## src/rtl/calAlarmPkg.sv

```systemverilog
package calAlarmPkg;
  localparam int NUM_FIELDS = 4;

  // Strobes from the control decoder to the datapath.
  typedef struct packed {
    logic                  wrIntEn;
    logic                  wrFlag;
    logic [NUM_FIELDS-1:0] wrField;
    logic                  rdCtrlA;
    logic                  rdCtrlB;
    logic [NUM_FIELDS-1:0] rdField;
    logic                  evalTick;
  } strobes_t;
endpackage

```

## src/rtl/cal_alarm_ctrl.sv

```systemverilog
module cal_alarm_ctrl
  import calAlarmPkg::*;
#(
  parameter int ADDR_W      = 3,
  parameter int CTRL_A_ADDR = 0,
  parameter int CTRL_B_ADDR = 1,
  parameter int ALARM_BASE  = 2
) (
  input  logic              clk,
  input  logic              rstN,
  input  logic              timeTick,
  input  logic [ADDR_W-1:0] regAddr,
  input  logic              regWrEn,
  output strobes_t          strb
);
  localparam logic [ADDR_W-1:0] A_ADDR = ADDR_W'(CTRL_A_ADDR);
  localparam logic [ADDR_W-1:0] B_ADDR = ADDR_W'(CTRL_B_ADDR);

  logic hitA, hitB;
  logic [NUM_FIELDS-1:0] hitField;

  assign hitA = (regAddr == A_ADDR);
  assign hitB = (regAddr == B_ADDR);

  // One decoder per alarm field, consecutive addresses from the base.
  for (genvar i = 0; i < NUM_FIELDS; i++) begin : g_dec
    localparam logic [ADDR_W-1:0] F_ADDR = ADDR_W'(ALARM_BASE + i);
    assign hitField[i] = (regAddr == F_ADDR);
  end

  always_comb begin
    strb          = '0;
    strb.wrIntEn  = regWrEn & hitA;
    strb.wrFlag   = regWrEn & hitB;
    strb.wrField  = {NUM_FIELDS{regWrEn}} & hitField;
    strb.rdCtrlA  = hitA;
    strb.rdCtrlB  = hitB;
    strb.rdField  = hitField;
    strb.evalTick = timeTick;
  end

  // at most one register written per cycle.
  assert_one_write_R2: assert property (@(posedge clk) disable iff (!rstN)
    $onehot0({strb.wrIntEn, strb.wrFlag, strb.wrField}));

  // at most one register selected for read.
  assert_one_read_R2: assert property (@(posedge clk) disable iff (!rstN)
    $onehot0({strb.rdCtrlA, strb.rdCtrlB, strb.rdField}));
endmodule

```

## src/rtl/cal_alarm_dp.sv

```systemverilog
module cal_alarm_dp
  import calAlarmPkg::*;
#(
  parameter int DATA_W   = 8,
  parameter int SEC_W    = 7,
  parameter int MIN_W    = 7,
  parameter int HOUR_W   = 6,
  parameter int DATE_W   = 6,
  parameter int WDAY_W   = 3,
  parameter int IE_BIT   = 1,
  parameter int FLAG_BIT = 3
) (
  input  logic              clk,
  input  logic              rstN,
  input  strobes_t          strb,
  input  logic [DATA_W-1:0] wrData,
  input  logic [SEC_W-1:0]  curSec,
  input  logic [MIN_W-1:0]  curMin,
  input  logic [HOUR_W-1:0] curHour,
  input  logic [DATE_W-1:0] curDate,
  input  logic [WDAY_W-1:0] curWday,
  output logic [DATA_W-1:0] rdData,
  output logic              alarmFlag,
  output logic              irq
);
  localparam int FW     = DATA_W - 1;  // value bits below the enable
  localparam int IGN_B  = DATA_W - 1;  // active-low enable position

  logic [FW-1:0] curFld [NUM_FIELDS];
  assign curFld[0] = FW'(curMin);
  assign curFld[1] = FW'(curHour);
  assign curFld[2] = FW'(curDate);
  assign curFld[3] = FW'(curWday);

  logic [NUM_FIELDS-1:0]         ignVec;
  logic [NUM_FIELDS-1:0]         fieldHit;
  logic [NUM_FIELDS-1:0][FW-1:0] valVec;

  for (genvar i = 0; i < NUM_FIELDS; i++) begin : g_fld
    localparam int W = (i == 0) ? MIN_W : (i == 1) ? HOUR_W :
                       (i == 2) ? DATE_W : WDAY_W;
    localparam logic [FW-1:0] MASK = {FW{1'b1}} >> (FW - W);
    logic [FW-1:0] val;
    logic          ign;

    always_ff @(posedge clk or negedge rstN) begin
      if (!rstN) begin
        val <= '0;
        ign <= 1'b1;
      end else if (strb.wrField[i]) begin
        val <= wrData[FW-1:0] & MASK;
        ign <= wrData[IGN_B];
      end
    end

    assign valVec[i]   = val;
    assign ignVec[i]   = ign;
    assign fieldHit[i] = ign | (val == curFld[i]);
  end

  logic secZero, alarmHit, clearReq, intEn;
  assign secZero  = (curSec == '0);
  assign alarmHit = strb.evalTick & secZero & ~(&ignVec) & (&fieldHit);
  assign clearReq = strb.wrFlag & ~wrData[FLAG_BIT];

  always_ff @(posedge clk or negedge rstN) begin
    if (!rstN) begin
      alarmFlag <= 1'b0;
    end else if (alarmHit) begin
      alarmFlag <= 1'b1;          // a new match outranks a clear
    end else if (clearReq) begin
      alarmFlag <= 1'b0;
    end
  end

  always_ff @(posedge clk or negedge rstN) begin
    if (!rstN)             intEn <= 1'b0;
    else if (strb.wrIntEn) intEn <= wrData[IE_BIT];
  end

  assign irq = alarmFlag & intEn;

  always_comb begin
    rdData = '0;
    if (strb.rdCtrlA) rdData[IE_BIT]   = intEn;
    if (strb.rdCtrlB) rdData[FLAG_BIT] = alarmFlag;
    for (int i = 0; i < NUM_FIELDS; i++) begin
      if (strb.rdField[i]) rdData = {ignVec[i], valVec[i]};
    end
  end

  assert_set_needs_tick_R5: assert property (@(posedge clk) disable iff (!rstN)
    (!alarmFlag && !(strb.evalTick && curSec == '0)) |=> !alarmFlag);

  assert_all_off_R6: assert property (@(posedge clk) disable iff (!rstN)
    (!alarmFlag && (&ignVec)) |=> !alarmFlag);

  assert_flag_sticky_R7: assert property (@(posedge clk) disable iff (!rstN)
    (alarmFlag && !clearReq) |=> alarmFlag);

  assert_match_wins_R9: assert property (@(posedge clk) disable iff (!rstN)
    (strb.evalTick && secZero && ~(&ignVec) && (&fieldHit)) |=> alarmFlag);

  assert_irq_held_R8: assert property (@(posedge clk) disable iff (!rstN)
    (irq && !clearReq && !strb.wrIntEn) |=> irq);
endmodule

```

## src/rtl/cal_alarm_match.sv

```systemverilog
module cal_alarm_match
  import calAlarmPkg::*;
#(
  parameter int ADDR_W      = 3,
  parameter int DATA_W      = 8,
  parameter int SEC_W       = 7,
  parameter int MIN_W       = 7,
  parameter int HOUR_W      = 6,
  parameter int DATE_W      = 6,
  parameter int WDAY_W      = 3,
  parameter int CTRL_A_ADDR = 0,
  parameter int CTRL_B_ADDR = 1,
  parameter int ALARM_BASE  = 2,
  parameter int IE_BIT      = 1,
  parameter int FLAG_BIT    = 3
) (
  input  logic              clk,
  input  logic              rstN,
  input  logic              timeTick,
  input  logic [SEC_W-1:0]  curSec,
  input  logic [MIN_W-1:0]  curMin,
  input  logic [HOUR_W-1:0] curHour,
  input  logic [DATE_W-1:0] curDate,
  input  logic [WDAY_W-1:0] curWday,
  input  logic [ADDR_W-1:0] regAddr,
  input  logic              regWrEn,
  input  logic [DATA_W-1:0] regWrData,
  output logic [DATA_W-1:0] regRdData,
  output logic              alarmFlag,
  output logic              alarmIrq
);
  strobes_t strb;

  cal_alarm_ctrl #(
    .ADDR_W(ADDR_W), .CTRL_A_ADDR(CTRL_A_ADDR),
    .CTRL_B_ADDR(CTRL_B_ADDR), .ALARM_BASE(ALARM_BASE)
  ) u_ctrl (
    .clk(clk), .rstN(rstN), .timeTick(timeTick),
    .regAddr(regAddr), .regWrEn(regWrEn), .strb(strb)
  );

  cal_alarm_dp #(
    .DATA_W(DATA_W), .SEC_W(SEC_W), .MIN_W(MIN_W), .HOUR_W(HOUR_W),
    .DATE_W(DATE_W), .WDAY_W(WDAY_W), .IE_BIT(IE_BIT), .FLAG_BIT(FLAG_BIT)
  ) u_dp (
    .clk(clk), .rstN(rstN), .strb(strb), .wrData(regWrData),
    .curSec(curSec), .curMin(curMin), .curHour(curHour),
    .curDate(curDate), .curWday(curWday),
    .rdData(regRdData), .alarmFlag(alarmFlag), .irq(alarmIrq)
  );
endmodule

```

## config.mk

```make
export PLATFORM = sky130hd
export DESIGN_NAME = cal_alarm_match
export DESIGN_NICKNAME = d
export VERILOG_FILES = /design/src/rtl/calAlarmPkg.sv /design/src/rtl/cal_alarm_ctrl.sv /design/src/rtl/cal_alarm_dp.sv /design/src/rtl/cal_alarm_match.sv
export SDC_FILE = /design/constraint.sdc
export NUM_CORES = 1
export LEC_CHECK = 0
export ABC_CLOCK_PERIOD_IN_PS = 2120
export BUFFER_PORTS_ARGS = -buffer_cell sky130_fd_sc_hd__buf_2
export CAP_MARGIN = 5
export CELL_PAD_IN_SITES_DETAIL_PLACEMENT = 0
export CELL_PAD_IN_SITES_GLOBAL_PLACEMENT = 2
export CORE_UTILIZATION = 31
export CTS_CLUSTER_DIAMETER = 120
export DETAILED_ROUTE_END_ITERATION = 6
export PLACE_DENSITY_LB_ADDON = 0.2
export SLEW_MARGIN = 15
export SYNTH_ARGS = -nofsm -noshare
export SYNTH_HDL_FRONTEND = slang
export SYNTH_HIERARCHICAL = 1
export SYNTH_SLANG_ARGS = --single-unit
```

## constraint.sdc

```tcl
create_clock -name clk -period 2.12 [get_ports clk]
set_input_delay 0.212 -clock clk [delete_from_list [all_inputs] [get_ports clk]]
set_output_delay 0.212 -clock clk [all_outputs]
set_load 0.05 [all_outputs]
```

[Word level (Yosys, flattened, before mapping)]
Index checks and enable logic that the tools add are counted.
Widths: inputs -> output; s select.
Word-level totals
  memory bits (read-only): 0
  memories: 0
  latch bits: 0
  output and inout bits: 10
  RAM bits: 0
  logic and storage cells: 46
  register bits after elaboration: 28
Operators by class
  multiply operators: 0
  add/sub/neg operators: 0
  mux-type cells: 8
  div/mod/pow operators: 0
  shift operators: 0
  bitwise logic cells: 14
  equal/unequal tests: 9
  $lt $le $gt $ge: 0
  reductions and logical operators: 5
Operators by type and width (count)
  $mux 8: 4
  $eq 6x6->1: 2
  $reduce_and 4->1: 2
  $and 1x1->1: 7
  $eq 7x7->1: 1
  $logic_not 7->1: 1
  $eq 3x2->1 const B: 2
  $eq 3x3->1 const B: 2
  $and 4x4->4: 1
  $mux 1: 4
  $or 1x1->1: 4
  $eq 3x1->1 const B: 1
  $eq 3x3->1: 1
  $logic_not 3->1: 1
  $not 1->1: 2
  $reduce_bool 2->1: 1

[Logic depth before layout (Yosys ltp)]
Gate-level depths: netlist (run 1).
  depth after elaboration: 6
  gate-level depth with buffers: 8
  gate-level depth less buffers: 6

[Hierarchy]
The synthesis (run 1) kept the hierarchy.
Modules (own cells, without submodules)
  cal_alarm_dp: area each 1550.2 µm², sequential area each 705.7 µm², cells an instance 139, instances 1
  cal_alarm_ctrl: area each 186.4 µm², sequential area each 0.0 µm², cells an instance 18, instances 1

[Worst setup path before layout (run 1)]
Ideal clock, no wire load.
  kind: input -> output
  start point: in regAddr[0]
  end point: out regRdData[7]
  cell stages on the path: 7
  path buffers: 1
  setup slack: -0.476 ns
  data arrival time: 2.384 ns
  cells stage by stage: buf_6 nor3b_1 nor2b_1 a22oi_1 nor2_1 a21oi_1 o21ai_0
RTL lines
  start: declaration: RTL line cal_alarm_match.sv:25  | input logic [ADDR_W-1:0] regAddr,
  end: declaration: RTL line cal_alarm_match.sv:28  | output logic [DATA_W-1:0] regRdData,

==> impl_metrics.ini, run 1 <==
[outcome]
outcome = finished clean

[detailed_routing]
first_pass_iters = 4
antenna_left = 0
vias_per_cell = 4.903
drc = 0
drt-wirelength-per-cell_um = 16.63
dr_total_vias = 1358
drtIter0Drc = 34
totalWireLength_mm = 4.607

[global_route]
grt_pass1_vias = 1491
grt_pass1_wl_mm = 7.721
antenna_found_initial = 0
grt.overflow.total = 0
grt_max_degree = 29
grtUsageTotal_pct = 16.69

[setup_path]
setup.worst_path.start_class = input pin
critPathBufInv = 3
endpoint_kind = output pin
cp_top_family = buffers and inverters
critPathKind = in -> out
slowest_delay_ns = 0.26
worstPathArrival_ns = 1.66
critPathRequiredTime_ns = 1.91
worstPathCellList = buf_2, nor3b_1, buf_4, nand3b_1, a21oi_1, a21oi_1, o21ai_0, mux2_2, buf_2
cp_slowest_cell = mux2_2
cp_max_fo = 12

[final_layout]
final_area_sq_mm = 0.002115
fill_cells = 529
syn_to_final_growth_pct = 21.76
nets = 252
finish.utilization_pct = 40.37
drive_above_1_share_pct = 51.21
final_cell_count_no_fill = 277
antenna_cells = 0

[clock_network]
clk_latency_ns = 0.27
cts_max_level = 1
cts_buffer_depth = 2
clkTransAtPathRegs_ns = 0.10
cts_root_buf = clkbuf_8
cts_tree = built
cts.sinks = 28
cts_buffers = 3

[logic_synthesis]
synth_edf_count = 0
synth.top_cell.area_share_pct = 34.58
synth_top_area_cell = dfrtp_1
synth_warnings = 6
yosys.cell_count.top_type = mux2_2
synthTopCellsByArea = dfrtp_1 (35%), mux2_2 (18%), xnor2_1 (6.6%)
ys_seq_area_share_pct = 40.63
netlist_area_sq_mm = 0.001737
ys_ff_latch = 28
syn_nets = 201
yosys.cell_types.count = 33
avgSynthCellArea_sq_um = 11.06
synthCells = 157
synthTopCellsByCount = mux2_2 (28), dfrtp_1 (24), xnor2_1 (13)
synthArstFlopShare_pct = 100.0
synth-main-ff-cell = dfrtp_1

[sta]
hold_viol = 0
max_freq_mhz = 533.9
worst_slew_pin_slew_ns = 0.6458
skew_ns = 0.005337
slew_headroom_pct = 56.94
slew_violations = 0
period_share_pct = 88.35
setup_viol = 0
period_needed_ns = 1.873
rsz0062_at_grt = false

[placed_design]
gp_congestion = 0.7767
dp_cells = 272
io_buffers = 53
placed_area_sq_mm = 0.002057
dp_hpwl_mm = 3.556

[die]
coreArea_sq_mm = 0.005238
die_h_um = 76.85
initial_core_util_pct = 33.16
rows = 26
io-pin-count = 54
fp.dieArea_sq_mm = 0.005905
die_x_um = 76.85

[pwr]
leakagePower_nw = 0.9151
ir_worst_vdd_uv = 255.6
p_per_area_mw_per_mm2 = 728.0

[flow_run]
cap_violations = 0

[worst_hold_path]
hold_path_class = in -> reg
-- cell usage in the layout (no fill, tap or decap) --
cell / Yosys / final
o41ai_2: 1 / 1
dfstp_2: 4 / 4
and4b_2: 1 / 1
dlygate4sd3_1: 0 / 1
nor3b_1: 3 / 3
and3b_2: 2 / 2
clkbuf_1: 6 / 1
and4b_1: 1 / 1
nor4_2: 1 / 2
nor4b_4: 1 / 1
buf_4: 3 / 4
nor2_2: 0 / 1
a31oi_1: 2 / 2
nor4b_1: 1 / 1
buf_2: 0 / 53
a22oi_1: 4 / 4
nand3b_1: 2 / 2
o21ai_2: 0 / 2
dfrtp_1: 24 / 24
a21oi_1: 9 / 9
nand3_1: 1 / 1
o21ai_0: 5 / 2
a221oi_1: 1 / 1
nand4_1: 3 / 3
nor2b_1: 3 / 2
xnor2_1: 13 / 13
and2_1: 1 / 1
o21ai_1: 0 / 1
nor4_1: 3 / 2
mux2_2: 28 / 28
nand2_1: 7 / 7
nor3_1: 3 / 3
and4bb_2: 3 / 3
o22ai_1: 1 / 1
nor2b_2: 0 / 1
xor2_1: 9 / 9
inv_1: 1 / 1
clkbuf_8: 0 / 3
nor2_1: 7 / 6
-- final timing paths --
path | start | endpoint | slack, ns | depth (start not counted)
setup / recovery | regAddr[0] | regRdData[1] | 0.25 | 9
hold / removal | regWrData[6] | u_dp/g_fld[0].val[6]$_DFFE_PN0P_ | 0.17 | 2
setup reg to reg | u_dp/g_fld[1].val[1]$_DFFE_PN0P_ | u_dp/alarmFlag$_DFFE_PN0P_ | 0.50 | 5
hold reg to reg | u_dp/g_fld[2].val[0]$_DFFE_PN0P_ | u_dp/g_fld[2].val[0]$_DFFE_PN0P_ | 0.57 | 1
max in group asynchronous | rstN | u_dp/g_fld[3].val[1]$_DFFE_PN0P_ | 1.22 | 2
min in group asynchronous | rstN | u_dp/g_fld[0].val[5]$_DFFE_PN0P_ | 0.48 | 2
-- cell families after synthesis --
group | synth area share, %
muxes | 18.16
and+or+nand+nor | 17.08
DFF | 40.63
AOI/OAI and AO/OA | 8.285
xor gates and xnor gates | 11.10
buffers and inverters | 4.755
-- area by class of cell --
type	count	area, sq um	area share, %
repair buffers	58	305.3	14.44
multi-input cells	116	967.2	45.74
clock buffers	4	45.04	2.130
inverters	1	3.754	0.1775
flip-flops and latches	28	705.7	33.37
well taps	70	87.58	4.142
-- flip-flops by register name, indices dropped and copies added, names as in the netlist --
signal,cells
u_dp/intEn,1
u_dp/g_fld.val,22
u_dp/alarmFlag,1
u_dp/g_fld.ign,4
-- report_power, final --
part           total, mW  switching [mW]  internal, mW
Combinational      0.462           0.231         0.230
Sequential         0.773           0.112         0.661
Clock              0.304           0.170         0.135
Total               1.54           0.513          1.03
-- through the flow --
step	TNS [ns]	setup slack [ns]	hold slack, ns	power, mW
finish	0	0.2471	0.1749	1.539
global placement	0	0.1725	0.2714	1.241
detailed placement	0	0.1656	0.2798	1.251
CTS	0	0.1606	0.1700	1.560
global route	0	0.09515	0.1748	1.640
floorplan	-0.1012	-0.1012	-0.08359	1.095
-- worst register-to-register path: stages, from the launching register on --
cell	delay, ns
dfrtp_1	0.41
xnor2_1	0.29
nand4_1	0.16
nor3_1	0.20
o22ai_1	0.12
o41ai_2	0.35
-- repair_timing --
item | in CTS | in global routing
hold buffers | 1 | 0
resized for setup | 0 | 1
endpoints found under the setup margin | 0 | 2
setup buffers | 0 | 0
hold endpoints to repair | 24 | 0
-- routing by layer --
metal  global-route usage (%)  vias up  share of wire, %
li1                         -      667                 -
met1                    21.67      656                47
met2                    28.04       33                48
met3                    3.452        2               4.7
met4                    4.231        0              0.52
met5                        0        -                 0
Note: power is estimated with default switching activity, not from simulation.
==> inputs of run 2 (changes only) <==
--- a/config.mk
+++ b/config.mk
@@ -10,6 +10,7 @@
 export CAP_MARGIN = 5
 export CELL_PAD_IN_SITES_DETAIL_PLACEMENT = 0
 export CELL_PAD_IN_SITES_GLOBAL_PLACEMENT = 2
+export CORE_MARGIN = 3
 export CORE_UTILIZATION = 31
 export CTS_CLUSTER_DIAMETER = 120
 export DETAILED_ROUTE_END_ITERATION = 6
==> run 2 against run 1 <==
  * Clock skew is 0.0011 ns lower
  * Register-to-register slack better by 0.02 ns
  * Global-route usage is 1.4 points lower
  * Clock power is 8.6% higher
  * Utilization hardly changed
  * Highest routed layer unchanged
==> impl_metrics.ini, run 2 (synthesis results as in run 1) <==
[clock_network]
cts_max_level = 1
clkTransAtPathRegs_ns = 0.10
cts_buffer_depth = 2
cts_buffers = 3
cts_tree = built
cts.sinks = 28
cts_root_buf = clkbuf_8
postCtsSetupBuffers = 0
clk_latency_ns = 0.27

[placed_design]
pre_cts_slack_ns = 0.1838
gp_congestion = 0.7988
io_buffers = 53
dp_hpwl_mm = 3.669
dp_cells = 272

[final_layout]
drive_above_1_share_pct = 51.69
mostFrequentLayoutCells = buf_2 (53), mux2_2 (28), dfrtp_1 (24)
syn_to_final_growth_pct = 22.48
nets = 252
largest_reg_flops = 22
final_common_cell = buf_2
top_regs = u_dp/g_fld.val x22, u_dp/g_fld.ign x4
antenna_cells = 0
final_cell_count_no_fill = 277
largest_register = u_dp/g_fld.val

[setup_path]
worstPathCellList = buf_2, nor3b_2, buf_4, nand2_1, a21oi_1, a21oi_1, o21ai_0, mux2_2, buf_2
endpoint_kind = output pin
critPathKind = in -> out
setup.worst_path.start_class = input pin
cp_slowest_cell = nor3b_2
critPathBufInv = 3
critPathRequiredTime_ns = 1.91
cp_max_fo = 12
cp_top_family = buffers and inverters
worstPathArrival_ns = 1.71
slowest_delay_ns = 0.30

[pwr]
power_mw = 1.566
p_per_area_mw_per_mm2 = 736.3
ir_worst_vdd_uv = 247.9
leakagePower_nw = 0.9232

[die]
initial_core_util_pct = 32.95
coreArea_sq_mm = 0.005270
die_x_um = 80.85
die_h_um = 80.85
fp.dieArea_sq_mm = 0.006536
rows = 26
io-pin-count = 54

[detailed_routing]
totalWireLength_mm = 4.723
drt-wirelength-per-cell_um = 17.05
drtIter0Drc = 38
vias_per_cell = 5.076
dr_total_vias = 1406
first_pass_iters = 4
antenna_left = 0
drc = 0

[global_route]
grtUsageTotal_pct = 15.30
grt_max_degree = 29
antenna_found_initial = 0
grt.overflow.total = 0
grt_pass1_vias = 1480
grt_pass1_wl_mm = 7.576

[sta]
worst_slew_pin_slew_ns = 0.6605
slew_violations = 0
setup_slack_ns = 0.2003
hold_viol = 0
max_freq_mhz = 520.9
setup_viol = 0
slew_headroom_pct = 55.97
period_share_pct = 90.55
period_needed_ns = 1.920
rsz0062_at_grt = false
skew_ns = 0.004210

[worst_hold_path]
hold_path_class = in -> reg

[outcome]
outcome = finished clean

[flow_run]
cap_violations = 0
==> run 2: cell counts in the layout (fill, tap and decap cells not counted) <==
Identical to the previous run, type by type.
==> run 2: area by class of cell <==
type                            instances  area [sq um]
Fill cell                             559          3143
Multi-Input combinational cell        116         969.7
Sequential cell                        28         705.7
Timing Repair Buffer                   58         305.3
Tap cell                               70         87.58
Clock buffer                            4         55.05
Inverter                                1         3.754
==> run 2: worst paths after layout <==
kind / cells past startpoint / end / slack [ns] / start
hold reg to reg: 1 / u_dp/intEn$_DFFE_PN0P_ / 0.56 / u_dp/intEn$_DFFE_PN0P_
setup reg to reg: 5 / u_dp/alarmFlag$_DFFE_PN0P_ / 0.52 / u_dp/g_fld[0].val[2]$_DFFE_PN0P_
max in group asynchronous: 2 / u_dp/g_fld[2].val[1]$_DFFE_PN0P_ / 1.19 / rstN
setup / recovery: 9 / regRdData[1] / 0.20 / regAddr[1]
min in group asynchronous: 2 / u_dp/g_fld[0].val[4]$_DFFE_PN0P_ / 0.49 / rstN
hold / removal: 2 / u_dp/g_fld[0].val[6]$_DFFE_PN0P_ / 0.18 / regWrData[6]
==> run 2: power breakdown <==
group	switching, mW	leakage, nW	total (mW)	internal (mW)
Combinational	0.232	0.562	0.462	0.230
Sequential	0.113	0.332	0.774	0.661
Clock	0.164	0.0288	0.330	0.166
Total	0.509	0.923	1.57	1.06
==> run 2: routing by layer <==
layer	vias to the layer above	share of wire, %	global-route usage, %	wire (um)
met4	0	0.42	3.041	20
met5	-	0	0	0
met2	46	49	25.45	2318
met3	2	5.9	2.106	280
li1	667	-	-	-
met1	691	45	21.22	2104
==> run 2: per-stage QoR <==
stage / hold slack, ns / area (sq um) / util (%) / setup TNS (ns)
finish: 0.1758 / 2127 / 40.36 / 0
global placement: 0.2716 / 2057 / 39.03 / 0
detailed placement: 0.2843 / 2057 / 39.03 / 0
CTS: 0.1676 / 2122 / 40.27 / 0
floorplan: -0.08359 / 1753 / - / -0.1012
global route: 0.1849 / 2127 / 40.36 / 0
==> run 2: what timing repair did <==
item	4_1_cts	5_1_grt
gates resized for setup	0	1
endpoints found under the setup margin	0	4
hold buffers	1	0
hold endpoints to repair	24	0
==> inputs of run 3 (changes only) <==
--- a/config.mk
+++ b/config.mk
@@ -5,13 +5,14 @@
 export SDC_FILE = /design/constraint.sdc
 export NUM_CORES = 1
 export LEC_CHECK = 0
+export ABC_AREA = 1
 export ABC_CLOCK_PERIOD_IN_PS = 2120
 export BUFFER_PORTS_ARGS = -buffer_cell sky130_fd_sc_hd__buf_2
 export CAP_MARGIN = 5
 export CELL_PAD_IN_SITES_DETAIL_PLACEMENT = 0
 export CELL_PAD_IN_SITES_GLOBAL_PLACEMENT = 2
 export CORE_MARGIN = 3
-export CORE_UTILIZATION = 31
+export CORE_UTILIZATION = 27
 export CTS_CLUSTER_DIAMETER = 120
 export DETAILED_ROUTE_END_ITERATION = 6
 export PLACE_DENSITY_LB_ADDON = 0.2
==> run 3 against run 2 <==
  * Clock power down 7.6%
  * Global-route usage down 1.2 points
  * Cell area up 5.1%
  * Combinational power down 1%
  * Highest routed layer unchanged
==> impl_metrics.ini, run 3 <==
[setup_path]
endpoint_kind = output pin
critPathBufInv = 4
r2r-start = u_dp/g_fld[2].ign$_DFFE_PN1P_
worstPathArrival_ns = 1.55
cp_max_fo = 8
r2r_cells = 7
critPathKind = in -> out
reg2reg_to = u_dp/alarmFlag$_DFFE_PN0P_
reg2reg_slack_ns = 0.92
critPathRequiredTime_ns = 1.91
worstSetupStartpoint = regAddr[0]
cp_top_family = buffers and inverters
cp_slowest_cell = buf_2
worstPathCellList = buf_2, nor2_2, nand2_1, inv_1, inv_2, o211ai_1, o211ai_1, o21ai_0, buf_2
setup.worst_path.start_class = input pin
slowest_delay_ns = 0.29

[pwr]
p_per_area_mw_per_mm2 = 671.3
power_mw = 1.500
switching_share_pct = 36.18
leakagePower_nw = 1.243
power.switching_mw = 0.5428
pwr-share-clk_pct = 20.3
p_seq_share_pct = 49.3
cellInternalPower_mw = 0.9574
comb_power_share_pct = 30.4
ir_worst_vdd_uv = 346.5

[detailed_routing]
drc = 0
drtIter0Drc = 61
vias_per_cell = 4.292
first_pass_iters = 4
antenna_left = 0
drt-wirelength-per-cell_um = 12.38
totalWireLength_mm = 5.040
dr_total_vias = 1747

[logic_synthesis]
synth_warnings = 6
syn_nets = 320
yosys.cell_types.count = 23
synth.top_cell.area_share_pct = 32.94
synth_mux_area_share_pct = 2.471
synth_edf_count = 0
synth_top_area_cell = dfrtp_1
synthArstFlopShare_pct = 100.0
ys_seq_area_share_pct = 38.71
avgSynthCellArea_sq_um = 6.605
yosys.area_share.simple_pct = 28.41
yosys.cell_count.top_type = nand2_1
synthAdderAreaFrac_pct = 0
synth_top_family_by_area = simple AND/OR/NAND/NOR gates
ys_ff_latch = 28
synthTopCellsByArea = dfrtp_1 (33%), nand2_1 (19%), inv_1 (12%)
synth_xor_xnor_area_share_pct = 2.883
synth_compound_area_share_pct = 13.38
synth-main-ff-cell = dfrtp_1
netlist_area_sq_mm = 0.001823
synthCells = 276
synthTopCellsByCount = nand2_1 (94), inv_1 (56), o21ai_0 (28)

[final_layout]
fill_cells = 737
nets = 375
top_regs = u_dp/g_fld.val x22, u_dp/g_fld.ign x4
finish.utilization_pct = 34.60
final_common_cell = nand2_1
largest_reg_flops = 22
antenna_cells = 0
syn_to_final_growth_pct = 22.58
final_area_sq_mm = 0.002235
final_cell_count_no_fill = 407
drive_above_1_share_pct = 22.12
mostFrequentLayoutCells = nand2_1 (94), inv_1 (56), buf_2 (53)
largest_register = u_dp/g_fld.val

[placed_design]
gp_congestion = 0.7520
dp_cells = 402
pre_cts_slack_ns = 0.3220
placed_area_sq_mm = 0.002180
dp_hpwl_mm = 4.111
io_buffers = 53

[die]
initial_core_util_pct = 28.23
rows = 29
io-pin-count = 54
fp.dieArea_sq_mm = 0.007774
die_x_um = 88.17
coreArea_sq_mm = 0.006459
die_h_um = 88.17

[global_route]
busiest_layer = met2
grtUsageTotal_pct = 14.11
grt_util_met3_pct = 2.822
antenna_found_initial = 0
grt_max_degree = 29
grt_use_met2_pct = 23.86
grt_pass1_wl_mm = 8.362
grt.overflow.total = 0
grt_pass1_vias = 1720
use_met1_pct = 18.90

[sta]
rsz0062_at_grt = false
slew_headroom_pct = 56.88
worst_slew_pin_slew_ns = 0.6468
hold_slack_ns = 0.1283
setup_tns_ns = 0
hold_viol = 0
max_freq_mhz = 568.2
setup_viol = 0
setup_slack_ns = 0.3599
slew_violations = 0
skew_ns = 0.005267
period_needed_ns = 1.760
period_share_pct = 83.02

[clock_network]
cts.sinks = 28
clk_latency_ns = 0.27
clkTransAtPathRegs_ns = 0.10
postCtsSetupBuffers = 0
cts_buffer_depth = 2
cts_root_buf = clkbuf_8
cts_tree = built
ctsResizeCount = 0
cts_buffers = 3
cts_max_level = 1

[flow_run]
cap_violations = 0

[worst_hold_path]
hold_path_class = in -> reg
worstHoldEndpoint = u_dp/g_fld[0].val[6]$_DFFE_PN0P_
holdCritStartpoint = regWrData[6]
hold-path-cell-count = 3

[outcome]
outcome = finished clean
[run 3: cell count changes in the layout (fill, tap and decap cells not counted), sizes merged, moves of 9 or more]
| cell | delta |
|---|---|
| nor2 | +15 |
| xnor2 | -9 |
| o21ai | +23 |
| mux2 | -24 |
| nand2 | +87 |
| nand3 | +9 |
| inv | +57 |
[run 3: metal layers]
metal	share of wire, %	vias up	wire length (um)
met3	4.4	2	222
met2	48	36	2424
li1	-	954	-
met4	0.58	0	29
met5	0	-	0
met1	47	755	2364
[run 3: worst register-to-register path, cell delays in order, from the launching register on]
cell and delay (ns):
dfstp_2 0.54, inv_1 0.06, nor3_1 0.18, nor2_1 0.07
nand2_1 0.09, nor2_1 0.05, nand2_1 0.07, nand2_1 0.05
[run 3: how the worst max path moves through the flow]
stage	end	depth (start not counted)
finish	regRdData[2]	9
global route	regRdData[0]	9
CTS	regRdData[2]	9
global placement	regRdData[2]	9
floorplan	regRdData[0]	5
detailed placement	regRdData[2]	9
[run 3: logic make-up after synthesis]
| logic type | after synthesis |
|---|---|
| simple gates | 130 |
| compound gates | 43 |
| buf+inv | 65 |
| flops | 28 |
| mux | 4 |
| xor+xnor | 6 |
[run 3: layout make-up]
type	instances	area, sq um	share of cell area [%]
clock buffer	4	45.04	2.016
inverter	58	217.7	9.742
multi-input combinational	183	872.1	39.03
sequential	28	705.7	31.58
tap	77	96.34	4.311
timing repair buffer	57	297.8	13.33
[run 3: power by group through the flow]
stage	clock, mW	combinational [mW]	sequential [mW]
2_1_floorplan	0	0.327	0.722
3_3_place_gp	0	0.462	0.753
3_5_place_dp	0	0.463	0.752
4_1_cts	0.328	0.466	0.741
5_1_grt	0.344	0.536	0.756
6_report	0.305	0.456	0.739
[run 3: what timing repair did]
item,in CTS,in global routing
hold endpoints to repair,24,0
setup endpoints to repair,0,0
hold buffers,1,0
